**src/rtl/pfd_pump_ctrl.sv**
```systemverilog
module pfd_pump_ctrl #(
  parameter int RST_DLY = 3,
  parameter int MAG_W   = 2
) (
  input  logic             clk,
  input  logic             rst_n,
  input  logic             ref_in,
  input  logic             div_in,
  input  logic             pd_req,
  input  logic [MAG_W-1:0] mag_cfg,
  output logic             up_o,
  output logic             dn_o,
  output logic [MAG_W-1:0] mag_o,
  output logic             pd_o
);
  localparam int CNT_W = (RST_DLY < 2) ? 1 : $clog2(RST_DLY);
  localparam logic [CNT_W-1:0] LAST = CNT_W'(RST_DLY - 1);

  logic             ref_q, div_q, up_q, dn_q, pd_q;
  logic [CNT_W-1:0] cnt_q;
  logic [MAG_W-1:0] mag_q;

  logic ref_rise, div_rise, idle, both, go_pd, live;
  assign ref_rise = ref_in & ~ref_q;
  assign div_rise = div_in & ~div_q;
  assign idle     = ~up_q & ~dn_q;
  assign both     = up_q & dn_q;
  assign go_pd    = ~pd_q & idle & pd_req;
  assign live     = ~pd_q & ~go_pd & ~both;

  always_ff @(posedge clk) begin
    if (!rst_n) begin
      ref_q <= 1'b0;
      div_q <= 1'b0;
      up_q  <= 1'b0;
      dn_q  <= 1'b0;
      pd_q  <= 1'b0;
      cnt_q <= '0;
      mag_q <= '0;
    end else begin
      ref_q <= ref_in;
      div_q <= div_in;
      if (pd_q)       pd_q <= pd_req;
      else if (go_pd) pd_q <= 1'b1;
      if (both) begin
        if (cnt_q == LAST) begin
          up_q  <= 1'b0;
          dn_q  <= 1'b0;
          cnt_q <= '0;
        end else begin
          cnt_q <= cnt_q + 1'b1;
        end
      end else if (live) begin
        up_q <= up_q | ref_rise;
        dn_q <= dn_q | div_rise;
      end
      if (idle) mag_q <= mag_cfg;
    end
  end

  assign up_o  = up_q;
  assign dn_o  = dn_q;
  assign mag_o = mag_q;
  assign pd_o  = pd_q;
endmodule

```
**config.mk**
```make
export PLATFORM = sky130hd
export DESIGN_NAME = pfd_pump_ctrl
export DESIGN_NICKNAME = d
export VERILOG_FILES = /design/src/rtl/pfd_pump_ctrl.sv
export SDC_FILE = /design/constraint.sdc
export NUM_CORES = 1
export LEC_CHECK = 0
export BUFFER_PORTS_ARGS = -buffer_cell sky130_fd_sc_hd__buf_2
export CORE_AREA = 2 2 39 41
export DETAILED_ROUTE_END_ITERATION = 16
export DIE_AREA = 0 0 41 43
export PLACE_DENSITY = 0.54
export RECOVER_POWER = 25
export SLEW_MARGIN = 20
export SYNTH_ARGS = -nofsm -noshare
export SYNTH_HDL_FRONTEND = slang
export SYNTH_SLANG_ARGS = --single-unit
```
**constraint.sdc**
```tcl
create_clock -name clk -period 0.8 [get_ports clk]
set_input_delay 0.08 -clock clk [delete_from_list [all_inputs] [get_ports clk]]
set_output_delay 0.08 -clock clk [all_outputs]
set_load 0.005 [all_outputs]
```
; After elaboration in Yosys (flattened, before gate mapping)
; Index checks and enable logic that the tools add are counted.
[word_totals]
reg_bits = 9
mem_bits_ro = 0
wordCells = 37
latchBits = 0
mem_bits_rw = 0
memories = 0
out_inout_bits = 5
in_bits = 7
[classes]
add_sub_neg = 1
n_bitwise = 17
eq_ne = 2
order_cmp = 0
n_reduce_logical = 2
div_mod_pow = 0
shifts = 0
n_mux = 8
multipliers = 0
[op_table]
columns = cell, count
row1 = $and A1 B1 Y1, 8
row2 = $mux W1, 7
row3 = $not A1 Y1, 7
row4 = $add A2 B1 Y2 const B, 1
row5 = $eq A2 B2 Y1 const B, 1
row6 = $mux W2, 1
row7 = $ne A2 B1 Y1 const B, 1
row8 = $or A1 B1 Y1, 2
row9 = $reduce_and A2 Y1, 1
row10 = $reduce_bool A2 Y1, 1

; Longest topological paths before layout
[logic_depth]
ltp_word = 9
mapped_depth = 4
ltp_nobuf = 3

; Worst setup path after synthesis
; Ideal clock, no wire load.
[synth_timing]
path_kind = register -> register
start = reg up_q, in the netlist up_o
end = reg cnt_q[0]
required_ps = 684
arrival_ps = 747
period_less_slack_ps = 863
slack_ps = -63
path_buffers = 1
stages_incl_launch_ff = 5
setup_time_ps = 116
cell_sequence = dfxtp_1 -> buf_6 -> nand2_1 -> mux2i_1 -> nor2b_1
[synth_via]
elab_chain_len = 1
[synth_rtl]
columns = item, line_no
row1 = start: declaration, 19  ; logic ref_q, div_q, up_q, dn_q, pd_q;
row2 = start signal: assignment, 54  ; up_q <= up_q | ref_rise;
row3 = $and A1 B1 Y1, 27  ; assign both = up_q & dn_q;
row4 = end signal: assignment, 51  ; cnt_q <= cnt_q + 1'b1;
row5 = end: declaration, 20  ; logic [CNT_W-1:0] cnt_q;
; No other way between the ends.
; A chain may end at the register's enable or synchronous reset.

; Worst setup path in the final report
[layout_timing]
start = reg dn_q, in the netlist dn_o
end = out dn_o
[layout_lines]
columns = item, line_no
row1 = start: declaration, 19
row2 = start signal: assignment, 55  ; dn_q <= dn_q | div_rise;
row3 = end: declaration, 12  ; output logic dn_o,
; No word-level cell between the ends.

==> qor.yml <==
timing:
  relSlewSlack: 0.752
  worst_pin_slew_ps: 371
  layout_min_cycle_time_ps: 856
  finClkSkew_ps: 0.720
  max_freq_ghz: 1.17
  worst_slack_ps: -55.9
  hold_viol: 0
  fin_tns_setup_ps: -179
  slew_viol_final: 0
  fin_crit_sh: 1.07
  rsz0062_at_grt: "yes"
  setup_violations: 7
setup_path:
  path_cells: "buf_6"
  critPathLaunchType: "flip-flop"
  slowest_stage: "dfxtp_4"
  critPathArrivalTime_ps: 780
  startpoint: "dn_o$_SDFFE_PN0P_"
  cp_num_cells: 1
  timing.rr.start: "dn_o$_SDFFE_PN0P_"
  rr_endpoint: "mag_o[0]$_SDFFE_PN0P_"
  critPathMaxFanout: 8
  criticalPathCategory: "reg -> out"
  cp-end-kind: "output port"
  rr_worst_depth: 3
  critical_path_required_ps: 720
  reg2reg_slack_ps: -30
  setup.worst_path.end: "dn_o"
  crit_family: "flip-flops"
  worst-path-buf-inv: 1
  slowest_delay_ps: 410
clocking:
  cts_hold_buf: 0
  cts.sink_count: 9
  numCtsBuffers: 3
  cts_tree: "built"
  clk_latency_ps: 250
  htreeDepth: 1
  cts_root_buf: "clkbuf_4"
  clockBufferDepth: 2
  clk_pin_slew_ps: 60
power_and_ir_drop:
  p_leak_nw: 0.247
  power_w: 0.00106
  power.density_mw_per_mm2: 1830
  ir_drop_v: 0.000928
yosys:
  synth_top_area_cell: "dfxtp_1"
  synth_area_um2: 402
  syn_nets: 47
  ys.warnings.count: 0
  ys_types: 18
  synth_area_leaders: "dfxtp_1 (45%), buf_6 (5.6%), nand3_2 (5.0%)"
  synth_seq_area_share: 0.449
  synth-seq-cells: 9
  netlist_instances: 40
  synth.top_cell.area_share: 0.449
  avgSynthCellArea_um2: 10.0
drt:
  routed_wl_um: 764
  routedWlPerCell_um: 10.3
  drtAntennaViolNets: 0
  drt-initial-drc-count: 1
  vias: 336
  drc: 0
  vias_per_cell: 4.54
  dr.pass1.iters: 2
status:
  violations: "negative setup slack"
  status: "complete, but fails checks"
grt:
  grt_pass1_vias: 313
  grt_overflow: 0
  grt_usage: 0.120
  grt_start_max_net_pins: 10
  antenna_found_initial: 0
  grt_pass1_wl_mm: 1.33
placed_design:
  dp_hpwl_um: 513
  gp_congestion: 0.675
  port-buffer-count: 11
  dpl_worst_slack_ps: -45.1
worst_hold_path:
  hold_start: "mag_cfg[0]"
  hp-class: "in -> reg"
finish:
  antenna_cells: 0
  layout_commonest_cell: "buf_2"
  drive_gt1_frac: 0.621
  nets: 66
  synthToLayoutAreaGrowth_pct: 44.5
  final_cell_mix: "buf_2 (7), buf_6 (5), dfxtp_1 (4)"
floorplan:
  die-width_um: 41
  die_area_mm2: 0.00176
  placeableCoreArea_mm2: 0.00138
  start_util: 0.290
  die_h_um: 43
  num_rows: 14
  io_pins: 12
flow_run:
  maxCapViolCount: 0
==> report_power, final <==
group | total (W) | switching [W] | internal (W)
registers | 0.000521 | 0.0000387 | 0.000482
clock network | 0.000341 | 0.000149 | 0.000192
logic | 0.000198 | 0.0000734 | 0.000124
==> cells in the mapped netlist <==
master and count:
nor2_4 1, buf_6 2, nand2b_1 2, and2_2 2, nand3_2 2, a21boi_2 1, nand3b_1 2, mux2i_1 1
dfxtp_1 9, nor2b_1 1, o21ai_2 2, nor2_1 3, a21boi_0 2, o211a_1 1, nand4b_1 1, nand2_1 4
o21ai_0 2, nand3_1 2
==> logic make-up after synthesis <==
logic type,count (synthesis),share of synthesized area
AND/OR/NAND/NOR,20,0.312
buffers and inverters,2,0.0561
flip-flops,9,0.449
AO/OA/AOI/OAI,8,0.159
multiplexers,1,0.0249
==> worst register-to-register path: cells and delay by family (launching register included) <==
kind / cells / cell delay (ps)
flops: 1 / 380
buf+inv: 1 / 150
compound gates: 2 / 190
==> sequential cells by signal (all words and copies together), names as in the netlist <==
| signal | count |
|---|---|
| mag_o | 2 |
| cnt_q | 2 |
| div_q | 1 |
| ref_q | 1 |
| pd_o | 1 |
| dn_o | 1 |
| up_o | 1 |
==> worst min-delay path by stage <==
stage                            endpoint  slack, ps  depth (start not counted)
floorplan           cnt_q[0]$_SDFFE_PN0P_        210                          1
finish              mag_o[0]$_SDFFE_PN0P_         50                          3
CTS                      div_q$_SDFF_PN0_         50                          2
global placement         div_q$_SDFF_PN0_        320                          2
detailed placement       div_q$_SDFF_PN0_        320                          2
global route             div_q$_SDFF_PN0_         50                          2
==> routing by layer <==
metal  vias to the layer above  track usage  routed length [um]
met4                         0       0.0800                  19
met2                         9        0.163                 378
met3                         2       0.0785                  37
li1                        177            -                   -
met1                       148        0.129                 328
met5                         -            0                   0
==> timing repair <==
action | 4_1_cts | 5_1_grt
setup buffers | 3 | 1
pin swaps | 3 | 0
endpoints found under the setup margin | 8 | 11
gates resized for setup | 12 | 6
==> per-stage QoR <==
| stage | instance area (um2) | utilization | std cells | hold slack [ps] |
|---|---|---|---|---|
| floorplan | 414 | - | 40 | 208 |
| global placement | 474 | 0.343 | 66 | 321 |
| detailed placement | 474 | 0.343 | 66 | 324 |
| CTS | 554 | 0.401 | 73 | 52.6 |
| global route | 581 | 0.420 | 74 | 52.0 |
| finish | 581 | 0.420 | 74 | 53.9 |
==> final cells by class <==
cell class	count	area [um2]
clock buffer	4	26.3
fill	145	803
multi-input combinational	29	225
sequential	9	191
tap	16	20.0
timing repair buffer	16	118
Note: power is estimated with default switching activity, not from simulation.
